--- src/rtl/dbs_pkg.sv ---
package dbs_pkg;

    typedef enum logic [1:0] {
        SZ_LONG = 2'b00,
        SZ_BYTE = 2'b01,
        SZ_WORD = 2'b10,
        SZ_LINE = 2'b11
    } sz_code_e;

    typedef enum logic [1:0] {
        S_IDLE,
        S_LAUNCH,
        S_HOLD,
        S_FINISH
    } seq_state_e;

    // log2 of port width in bytes
    function automatic logic [1:0] port_lg_of(input logic [1:0] port);
        logic [1:0] r;
        case (port)
            2'b01:   r = 2'd0;
            2'b10:   r = 2'd1;
            default: r = 2'd2;
        endcase
        return r;
    endfunction

    // size code of a piece of 2**lg bytes
    function automatic logic [1:0] code_of_lg(input logic [1:0] lg);
        logic [1:0] r;
        case (lg)
            2'd0:    r = SZ_BYTE;
            2'd1:    r = SZ_WORD;
            default: r = SZ_LONG;
        endcase
        return r;
    endfunction

endpackage

--- src/rtl/dbs_piece_calc.sv ---
module dbs_piece_calc #(
    parameter int CNT_W = 5
) (
    input  logic [1:0]       addr_lo,
    input  logic [CNT_W-1:0] remain,
    input  logic [1:0]       port_lg,
    output logic [1:0]       piece_lg,
    output logic [CNT_W-1:0] piece_bytes
);
    localparam int MAX_LG = 2;

    logic [MAX_LG:0] fits;

    genvar g;
    generate
        for (g = 0; g <= MAX_LG; g++) begin : g_lvl
            localparam logic [CNT_W-1:0] STEP = CNT_W'(1) << g;
            localparam logic [1:0]       MASK = 2'((1 << g) - 1);
            assign fits[g] = (2'(g) <= port_lg)
                          && (remain >= STEP)
                          && ((addr_lo & MASK) == 2'b00);
        end
    endgenerate

    always_comb begin
        piece_lg = 2'd0;
        if (fits[2])      piece_lg = 2'd2;
        else if (fits[1]) piece_lg = 2'd1;
        else              piece_lg = 2'd0;
        piece_bytes = CNT_W'(1) << piece_lg;
    end

endmodule

--- src/rtl/dbs_code_sel.sv ---
module dbs_code_sel
    import dbs_pkg::*;
(
    input  logic [1:0] piece_lg,
    input  logic [1:0] req_code,
    input  logic       wide,
    input  logic       burst,
    input  logic       first,
    output logic [1:0] code
);
    always_comb begin
        if (wide && (burst || first))
            code = req_code;
        else
            code = code_of_lg(piece_lg);
    end

endmodule

--- src/rtl/dbs_seq_fsm.sv ---
module dbs_seq_fsm
    import dbs_pkg::*;
(
    input  logic clk,
    input  logic rst_n,
    input  logic req_valid,
    input  logic acc_ack,
    input  logic last_beat,
    output logic req_ready,
    output logic acc_start,
    output logic acc_active,
    output logic xfer_done,
    output logic accept,
    output logic advance
);
    seq_state_e state, state_nx;

    always_ff @(posedge clk) begin
        if (!rst_n) state <= S_IDLE;
        else        state <= state_nx;
    end

    always_comb begin
        state_nx = state;
        unique case (state)
            S_IDLE:   if (req_valid) state_nx = S_LAUNCH;
            S_LAUNCH: begin
                if (acc_ack) state_nx = last_beat ? S_FINISH : S_LAUNCH;
                else         state_nx = S_HOLD;
            end
            S_HOLD:   if (acc_ack) state_nx = last_beat ? S_FINISH : S_LAUNCH;
            S_FINISH: state_nx = S_IDLE;
            default:  state_nx = S_IDLE;
        endcase
    end

    always_comb begin
        req_ready  = 1'b0;
        acc_start  = 1'b0;
        acc_active = 1'b0;
        xfer_done  = 1'b0;
        unique case (state)
            S_IDLE:   req_ready = 1'b1;
            S_LAUNCH: begin
                acc_start  = 1'b1;
                acc_active = 1'b1;
            end
            S_HOLD:   acc_active = 1'b1;
            S_FINISH: xfer_done = 1'b1;
            default:  req_ready = 1'b0;
        endcase
        accept  = req_ready && req_valid;
        advance = acc_active && acc_ack;
    end

endmodule

--- src/rtl/dbs_splitter.sv ---
module dbs_splitter
    import dbs_pkg::*;
#(
    parameter int ADDR_W     = 32,
    parameter int LINE_BYTES = 16
) (
    input  logic              clk,
    input  logic              rst_n,
    input  logic              req_valid,
    output logic              req_ready,
    input  logic [ADDR_W-1:0] req_addr,
    input  logic [1:0]        req_size,
    input  logic [1:0]        req_port,
    input  logic              req_burst,
    output logic              acc_start,
    output logic [ADDR_W-1:0] acc_addr,
    output logic [1:0]        acc_size,
    input  logic              acc_ack,
    output logic              acc_active,
    output logic              xfer_done
);
    localparam int LINE_LG = $clog2(LINE_BYTES);
    localparam int CNT_W   = LINE_LG + 1;
    localparam int LG_W    = 3;

    // request decode
    logic [LG_W-1:0]   size_lg;
    logic [CNT_W-1:0]  total;
    logic [ADDR_W-1:0] start_addr;
    logic              aligned;
    logic              wide_in;

    always_comb begin
        case (req_size)
            SZ_BYTE: size_lg = LG_W'(0);
            SZ_WORD: size_lg = LG_W'(1);
            SZ_LONG: size_lg = LG_W'(2);
            default: size_lg = LG_W'(LINE_LG);
        endcase
        total = CNT_W'(1) << size_lg;
        if (req_size == SZ_LINE)
            start_addr = {req_addr[ADDR_W-1:LINE_LG], {LINE_LG{1'b0}}};
        else
            start_addr = req_addr;
        aligned = (start_addr[LINE_LG-1:0]
                   & (total[LINE_LG-1:0] - {{(LINE_LG-1){1'b0}}, 1'b1}))
                  == {LINE_LG{1'b0}};
        wide_in = aligned && (size_lg > LG_W'(port_lg_of(req_port)));
    end

    // held transfer state
    logic [ADDR_W-1:0] cur_addr;
    logic [CNT_W-1:0]  remain;
    logic [1:0]        code_q;
    logic [1:0]        port_lg_q;
    logic              burst_q;
    logic              wide_q;
    logic              first_q;

    logic [1:0]        piece_lg;
    logic [CNT_W-1:0]  piece_bytes;
    logic              last_beat;
    logic              accept;
    logic              advance;

    assign last_beat = (remain == piece_bytes);

    always_ff @(posedge clk) begin
        if (!rst_n) begin
            cur_addr  <= '0;
            remain    <= '0;
            code_q    <= 2'b00;
            port_lg_q <= 2'd0;
            burst_q   <= 1'b0;
            wide_q    <= 1'b0;
            first_q   <= 1'b0;
        end else if (accept) begin
            cur_addr  <= start_addr;
            remain    <= total;
            code_q    <= req_size;
            port_lg_q <= port_lg_of(req_port);
            burst_q   <= req_burst;
            wide_q    <= wide_in;
            first_q   <= 1'b1;
        end else if (advance) begin
            cur_addr  <= cur_addr + ADDR_W'(piece_bytes);
            remain    <= remain - piece_bytes;
            first_q   <= 1'b0;
        end
    end

    dbs_piece_calc #(.CNT_W(CNT_W)) u_piece (
        .addr_lo     (cur_addr[1:0]),
        .remain      (remain),
        .port_lg     (port_lg_q),
        .piece_lg    (piece_lg),
        .piece_bytes (piece_bytes)
    );

    dbs_code_sel u_code (
        .piece_lg (piece_lg),
        .req_code (code_q),
        .wide     (wide_q),
        .burst    (burst_q),
        .first    (first_q),
        .code     (acc_size)
    );

    dbs_seq_fsm u_fsm (
        .clk        (clk),
        .rst_n      (rst_n),
        .req_valid  (req_valid),
        .acc_ack    (acc_ack),
        .last_beat  (last_beat),
        .req_ready  (req_ready),
        .acc_start  (acc_start),
        .acc_active (acc_active),
        .xfer_done  (xfer_done),
        .accept     (accept),
        .advance    (advance)
    );

    assign acc_addr = cur_addr;

endmodule

--- config.mk ---
export PLATFORM = sky130hd
export DESIGN_NAME = dbs_splitter
export DESIGN_NICKNAME = d
export VERILOG_FILES = /design/src/rtl/dbs_pkg.sv /design/src/rtl/dbs_piece_calc.sv /design/src/rtl/dbs_code_sel.sv /design/src/rtl/dbs_seq_fsm.sv /design/src/rtl/dbs_splitter.sv
export SDC_FILE = /design/constraint.sdc
export NUM_CORES = 1
export LEC_CHECK = 0
export BUFFER_PORTS_ARGS = -buffer_cell sky130_fd_sc_hd__clkbuf_2
export CAP_MARGIN = 20
export CORE_UTILIZATION = 57
export DETAILED_ROUTE_END_ITERATION = 16
export PLACE_DENSITY = 0.84
export SLEW_MARGIN = 40
export SYNTH_ARGS = -nofsm -noshare
export SYNTH_HDL_FRONTEND = slang
export SYNTH_HIERARCHICAL = 1
export SYNTH_SLANG_ARGS = --single-unit
--- constraint.sdc ---
create_clock -name clk -period 6.2 [get_ports clk]
set_input_delay 0.62 -clock clk [delete_from_list [all_inputs] [get_ports clk]]
set_output_delay 0.62 -clock clk [all_outputs]
set_load 0.01 [all_outputs]
==> results of run 1 <==
==> area by class of cell <==
class | instances | area (µm²)
clock buffer | 6 | 82.58
sequential | 46 | 920.9
inverter | 22 | 82.58
timing repair buffer | 80 | 425.4
tap | 70 | 87.58
clock inverter | 1 | 30.03
multi-input combinational | 269 | 1933
fill | 423 | 1545
==> synthesized netlist by cell type, types with 6 or more instances <==
| cell type | n |
|---|---|
| a211oi_1 | 6 |
| a21oi_1 | 25 |
| and3_1 | 8 |
| clkbuf_1 | 17 |
| dfxtp_1 | 46 |
| ha_1 | 21 |
| inv_1 | 21 |
| mux2i_1 | 11 |
| nand2_1 | 18 |
| nand4_1 | 19 |
| nor2_1 | 10 |
| nor2b_1 | 11 |
| o21ai_0 | 36 |
| or4_1 | 6 |
| xnor2_1 | 7 |
| xor2_1 | 18 |
==> logic make-up after synthesis <==
group	after synthesis	share of synthesized area [%]
simple gates	102	20.07
xor+xnor	25	7.211
buf+inv	46	6.551
flops	46	30.33
compound gates	104	21.38
mux	13	4.368
other cells	1	0.1235
fa+ha+maj	23	9.971
==> registers in the layout, indices dropped and copies added (netlist names) <==
signal	count
remain	5
acc_addr	32
port_lg_q	2
code_q	2
u_fsm/state	2
wide_q	1
burst_q	1
first_q	1
==> power breakdown <==
part	total (mW)	switching, mW	internal, mW
Clock	0.229	0.100	0.129
Sequential	0.358	0.0332	0.324
Combinational	0.228	0.126	0.102
==> layout by cell type (no fill, tap or decap), drive strengths merged, types with 7 or more instances in the layout <==
master  instances
xor2           18
o21ai          39
clkbuf         84
ha             21
and3           10
inv            21
mux2i          11
nand4          20
a21oi          25
nand2          18
xnor2           7
nor2b          12
dfxtp          46
nor2           10
==> worst max-delay path, delay by kind of cell (launching register included) <==
kind,cells,cell delay (ns)
adder cells (fa/ha/maj),1,0.27
AND/OR/NAND/NOR,4,1.47
flip-flops,1,0.34
AO/OA/AOI/OAI,3,0.98
==> per-stage QoR <==
step,cell area (µm²),util (%),instances
floorplan,3040,-,361
global placement,3410,66.76,486
detailed placement,3411,66.78,486
CTS,3523,68.99,493
global route,3562,69.75,494
finish,3562,69.75,494
==> worst min-delay path by stage <==
stage                                 from                      to  slack (ns)  cells past startpoint
CTS                    wide_q$_SDFFE_PN0P_     wide_q$_SDFFE_PN0P_        0.51                      2
global placement       wide_q$_SDFFE_PN0P_     wide_q$_SDFFE_PN0P_        0.48                      2
detailed placement     wide_q$_SDFFE_PN0P_     wide_q$_SDFFE_PN0P_        0.50                      2
finish                 wide_q$_SDFFE_PN0P_     wide_q$_SDFFE_PN0P_        0.50                      2
floorplan              wide_q$_SDFFE_PN0P_     wide_q$_SDFFE_PN0P_        0.46                      2
global route        code_q[1]$_SDFFE_PN0P_  code_q[1]$_SDFFE_PN0P_        0.55                      2
==> metal layers <==
layer,share of wire (%),global-route usage [%],vias to the layer above
li1,-,-,1424
met1,45,33.72,1316
met2,49,44.24,82
met3,4.9,5.087,6
met4,0.65,6.289,0
met5,0,0,-
==> metrics.md, run 1 <==
| Metric | Value |
|---|---|
| Latest clock arrival within the worst-skew pair | `0.30 ns` |
| Synth area leaders | `dfxtp_1, ha_1, o21ai_0` |
| CTS Buf Count | `5` |
| Post-route ant nets | `0` |
| Clock transition at path regs | `0.08 ns` |
| Worst path max stage delay | `0.56 ns` |
| Post-DP HPWL | `5088 µm` |
| DRT Pass-1 Iters | `5` |
| DR WL/cell | `14.05 µm` |
| # setup viols final | `0` |
| Final Hold Viols | `0` |
| Status | `complete, no violations` |
| Final Power | `0.8151 mW` |
| Asr flop ratio synth | `0%` |
| Clock sink count | `46` |
| Full die area | `0.005624 mm²` |
| Initial drt markers | `175` |
| Die height | `74.99 µm` |
| Final Max Tran Viols | `0` |
| Synth area leader | `dfxtp_1` |
| DR vias/cell | `5.725` |
| Seq cells post-synth | `46` |
| Vias in the first global route | `2,660` |
| Area Growth Syn to Fin | `17.31%` |
| Clock root cell | `clkbuf_8` |
| Syn_area_per_cell | `8.435 µm²` |
| I/O pins | `79` |
| Longest Clk Path Bufs | `2` |
| Seq/Total Area, Yosys | `30.33%` |
| WL final | `6939 µm` |
| Clock Skew | `0.01303 ns` |
| Post-Synthesis Cells | `360` |
| Hold buffers post-CTS | `0` |
| Worst Path Required | `6.39 ns` |
| Starting Density | `59.46%` |
| DRC Markers | `0` |
| Crit end category | `register` |
| Fmax | `0.3158 GHz` |
| Max-cap violations | `0` |
| CP Launch Point | `remain[2]$_SDFFE_PN0P_` |
| Die Wd | `74.99 µm` |
| Initial antenna violation count | `0` |
| Share of cells above drive strength 1 | `25.24%` |
| CTS tree | `built` |
| Ys flop type | `dfxtp_1` |
| Worst-path maximum fanout | `12` |
| Largest net degree at the start of global routing | `51` |
| Headroom to the max-slew limit | `48.11%` |
| CP startpoint kind | `register` |
| Post-CTS setup buffer count | `0` |
| Crit path time final | `3.167 ns` |
| RSZ-0062 raised after global routing | `false` |
| Worst setup margin | `3.033 ns` |
| Share of the synthesized area in the top cell type | `30.33%` |
| LEAKAGE | `1.575 nW` |
| Vias | `2,828` |
| PD cells | `228.8 mW/mm²` |
| GRT Util Overall | `25.91%` |
| Worst r2r src | `remain[2]$_SDFFE_PN0P_` |
| R2r setup slk | `3.03 ns` |
| Fin crit share | `51.08%` |
| Hold Crit Class | `register to register` |
| Crit path DAT | `3.36 ns` |
| Worst hold slack | `0.5033 ns` |
| Max rail drop VDD | `0.0001435 V` |
| Distinct cells, synth | `58` |
| IO buf count | `78` |
| Reg2Reg Depth | `8` |
| First-pass GRT wire length | `11,430 µm` |
| Routability Congestion | `0.8272` |
| Overflow after GRT | `0` |
| CP Class | `register to register` |
| Layout Nets | `488` |
| Resized cells post-CTS | `0` |
| End of the critical path | `acc_addr[31]$_SDFFE_PN0P_` |
| Slew @ Worst Pin | `0.7756 ns` |
| Worst reg2reg endpoint | `acc_addr[31]$_SDFFE_PN0P_` |
| Slowest stage cell on the critical path | `or4_1` |
| H-tree Lvls | `2` |
| Pre-CTS setup slack | `2.814 ns` |
| EDFF count, synth | `0` |
| Area of the mapped netlist | `0.003037 mm²` |
| Syn. warnings | `6` |
| Core area | `0.005107 mm²` |
| # diodes | `0` |
| Row Count | `26` |
| Worst path cell trace | `or3_4 > a311oi_2 > ha_1 > a211oi_1 > o21ai_2 > nand2_1 > or4_1 > and3_1` |
| Setup TNS Final | `0 ns` |
(Power assumes the default switching activity.)
==> run 2: changes to the inputs <==
--- a/config.mk
+++ b/config.mk
@@ -5,11 +5,12 @@
 export SDC_FILE = /design/constraint.sdc
 export NUM_CORES = 1
 export LEC_CHECK = 0
+export ABC_AREA = 1
 export BUFFER_PORTS_ARGS = -buffer_cell sky130_fd_sc_hd__clkbuf_2
 export CAP_MARGIN = 20
-export CORE_UTILIZATION = 57
+export CORE_UTILIZATION = 55
 export DETAILED_ROUTE_END_ITERATION = 16
-export PLACE_DENSITY = 0.84
+export PLACE_DENSITY = 0.8
 export SLEW_MARGIN = 40
 export SYNTH_ARGS = -nofsm -noshare
 export SYNTH_HDL_FRONTEND = slang
==> constraint.sdc (replaced) <==
create_clock -name clk -period 3.1 [get_ports clk]
set_input_delay 0.31 -clock clk [delete_from_list [all_inputs] [get_ports clk]]
set_output_delay 0.31 -clock clk [all_outputs]
set_load 0.01 [all_outputs]
==> metrics.md, run 2 <==
| Metric | Value |
|---|---|
| Setup TNS Final | `0 ns (unchanged)` |
| Longest Clk Path Bufs | `2 (unchanged)` |
| Asr flop ratio synth | `0% (unchanged)` |
| Die height | `82.00 µm (+9.3%)` |
| Row Count | `28 (+7.7%)` |
| Resized cells post-CTS | `0 (unchanged)` |
| Hold buffers post-CTS | `0 (unchanged)` |
| Post-Synthesis Cells | `562 (+56%)` |
| CTS Buf Count | `5 (unchanged)` |
| PD cells | `396.7 mW/mm² (+73%)` |
| Post-CTS setup buffer count | `0 (unchanged)` |
| # diodes | `0 (unchanged)` |
| WL final | `9721 µm (+40%)` |
| Clock Skew | `0.01056 ns (-0.002476 ns)` |
| Worst r2r src | `remain[1]$_SDFFE_PN0P_` |
| Synth area leaders | `dfxtp_1, nand2_1, ha_1` |
| Worst Path Required | `3.28 ns (-3.11 ns)` |
| Crit path time final | `2.236 ns (-0.9306 ns)` |
| Vias | `3,950 (+40%)` |
| RSZ-0062 raised after global routing | `false` |
| CP Class | `register to register` |
| First-pass GRT wire length | `15,480 µm (+35%)` |
| Synth area leader | `dfxtp_1` |
| # setup viols final | `0 (unchanged)` |
| Share of the synthesized area in the top cell type | `26.16% (-4.2 points)` |
| Crit path DAT | `2.42 ns (-0.94 ns)` |
| Fin crit share | `72.13% (+21 points)` |
| Syn_area_per_cell | `6.263 µm² (-26%)` |
| Most common library cells after synthesis | `nand2_1, inv_1, nor2_1` |
| Crit end category | `register` |
| Clock root cell | `clkbuf_8` |
| I/O pins | `79 (unchanged)` |
| Hold Crit Class | `input port to register` |
| Die Wd | `82.00 µm (+9.3%)` |
| Post-DP HPWL | `7565 µm (+49%)` |
| Max-cap violations | `0 (unchanged)` |
| DR WL/cell | `13.65 µm (-2.8%)` |
| Clock transition at path regs | `0.09 ns (about the same)` |
| Core area | `0.006061 mm² (+19%)` |
| CP Launch Point | `remain[1]$_SDFFE_PN0P_` |
| H-tree Lvls | `2 (unchanged)` |
| Overflow after GRT | `0 (unchanged)` |
| Fmax | `0.4472 GHz (+42%)` |
| Ys flop type | `dfxtp_1` |
| IO buf count | `78 (unchanged)` |
| Post-route ant nets | `0 (unchanged)` |
| Status | `complete, no violations` |
| Share of cells above drive strength 1 | `18.37% (-6.9 points)` |
| Largest register FFs | `32 (unchanged)` |
| Latest clock arrival within the worst-skew pair | `0.30 ns (about the same)` |
| Layout Nets | `700 (+43%)` |
| DRT Pass-1 Iters | `5 (unchanged)` |
| Seq cells post-synth | `46 (unchanged)` |
| Final Hold Viols | `0 (unchanged)` |
| Seq/Total Area, Yosys | `26.16% (-4.2 points)` |
| Distinct cells, synth | `33 (-43%)` |
| Reg2Reg Depth | `12 (+4)` |
| Syn. warnings | `6 (unchanged)` |
| Area Growth Syn to Fin | `15.39%` |
| Max rail drop VDD | `0.0003129 V (+120%)` |
| Most frequent cell after synthesis | `nand2_1` |
| Vias in the first global route | `3,348 (+26%)` |
| End of the critical path | `acc_addr[5]$_SDFFE_PN0P_` |
| Worst reg2reg endpoint | `acc_addr[5]$_SDFFE_PN0P_` |
| Full die area | `0.006723 mm² (+20%)` |
| Initial drt markers | `366 (+110%)` |
| GRT Util Overall | `29.56% (+3.6 points)` |
| Most common cell after layout, fill and taps aside | `nand2_1` |
| Largest net degree at the start of global routing | `34 (-33%)` |
| Initial antenna violation count | `0 (unchanged)` |
| Final Max Tran Viols | `0 (unchanged)` |
| Worst-path maximum fanout | `9 (-3)` |
| Starting Density | `58.07% (-1.4 points)` |
| CP startpoint kind | `register` |
| CTS tree | `built` |
| R2r setup slk | `0.86 ns (-2.17 ns)` |
| EDFF count, synth | `0 (unchanged)` |
| DRC Markers | `0 (unchanged)` |
| Most frequent cells in the layout | `nand2_1, clkbuf_2, inv_1` |
| Routability Congestion | `0.9569 (+16%)` |
| DR vias/cell | `5.548 (-3.1%)` |
| Final Power | `1.611 mW (+98%)` |
| Clock sink count | `46 (unchanged)` |
| LEAKAGE | `1.941 nW (+23%)` |
| Area of the mapped netlist | `0.003520 mm² (+16%)` |
==> run 2: cell count changes after synthesis, sizes merged, moves of 9 or more <==
| cell | before | now |
|---|---|---|
| xor2 | 18 | 7 |
| nand2 | 18 | 165 |
| o21ai | 39 | 15 |
| and3 | 10 | 1 |
| nor2 | 10 | 64 |
| a21oi | 25 | 40 |
| a22oi | 0 | 27 |
| nor2b | 12 | 0 |
| nand3 | 5 | 52 |
| inv | 21 | 69 |
| mux2i | 11 | 0 |
| nand4 | 20 | 8 |
| clkbuf | 17 | 6 |
==> run 2: worst min path at each step <==
stage / cells after the start / from / end
after floorplan: 2 / rst_n / u_fsm/state[0]$_SDFFE_PN0P_
after global routing: 3 / req_burst / burst_q$_SDFFE_PN0P_
after CTS: 3 / req_burst / burst_q$_SDFFE_PN0P_
after global placement: 2 / u_fsm/state[0]$_SDFFE_PN0P_ / u_fsm/state[0]$_SDFFE_PN0P_
final: 3 / req_burst / burst_q$_SDFFE_PN0P_
after detailed placement: 2 / u_fsm/state[0]$_SDFFE_PN0P_ / u_fsm/state[0]$_SDFFE_PN0P_
==> run 2: cell type report <==
| class | instances | area (µm²) |
|---|---|---|
| fill | 558 | 1999 |
| timing repair buffer | 85 | 442.9 |
| inverter | 69 | 259.0 |
| clock inverter | 2 | 12.51 |
| tap | 75 | 93.84 |
| multi-input combinational | 429 | 2250 |
| sequential | 46 | 920.9 |
| clock buffer | 6 | 82.58 |
==> run 2: logic make-up after synthesis <==
family	after synthesis	synth area share (%)
simple gates	301	36.33
compound gates	93	16.14
buf+inv	88	10.17
flops	46	26.16
fa+ha+maj	23	8.603
xor+xnor	10	2.489
other cells	1	0.1065
==> run 2: layer usage <==
layer | vias up | GRT usage (%) | wire, µm | part of all wire [%]
met5 | - | 0 | 0 | 0
met4 | 0 | 5.439 | 98 | 1.0
met3 | 11 | 3.222 | 748 | 7.7
met2 | 169 | 46.61 | 4212 | 43
met1 | 1793 | 43.29 | 4661 | 48
li1 | 1977 | - | - | -
==> run 2: power breakdown <==
part	internal [mW]	total, mW	switching [mW]
combinational	0.198	0.497	0.299
sequential	0.643	0.710	0.0675
clock	0.180	0.404	0.224
==> run 2: worst max-delay path, cell delays in order (launching register included) <==
cell	delay (ns)
dfxtp_1	0.42
nor2_1	0.06
nand2_1	0.07
nand2_1	0.09
nor2_1	0.32
ha_1	0.31
nand2_1	0.07
nand2_1	0.11
nand3_1	0.11
nand2_2	0.13
or2_2	0.30
nand3_1	0.07
a21oi_1	0.06
==> run 2: metrics by stage <==
stage | worst slack, ns | instance area, µm² | instances | hold WS (ns) | util (%)
3_3_place_gp | 0.9601 | 3966 | 704 | 0.4959 | 65.44
3_5_place_dp | 0.8759 | 3966 | 704 | 0.5110 | 65.44
4_1_cts | 0.8596 | 4061 | 712 | 0.2494 | 67.01
5_1_grt | 0.6511 | 4061 | 712 | 0.2419 | 67.01
2_1_floorplan | 1.060 | 3523 | 563 | 0.4416 | -
6_report | 0.8638 | 4061 | 712 | 0.2423 | 67.01
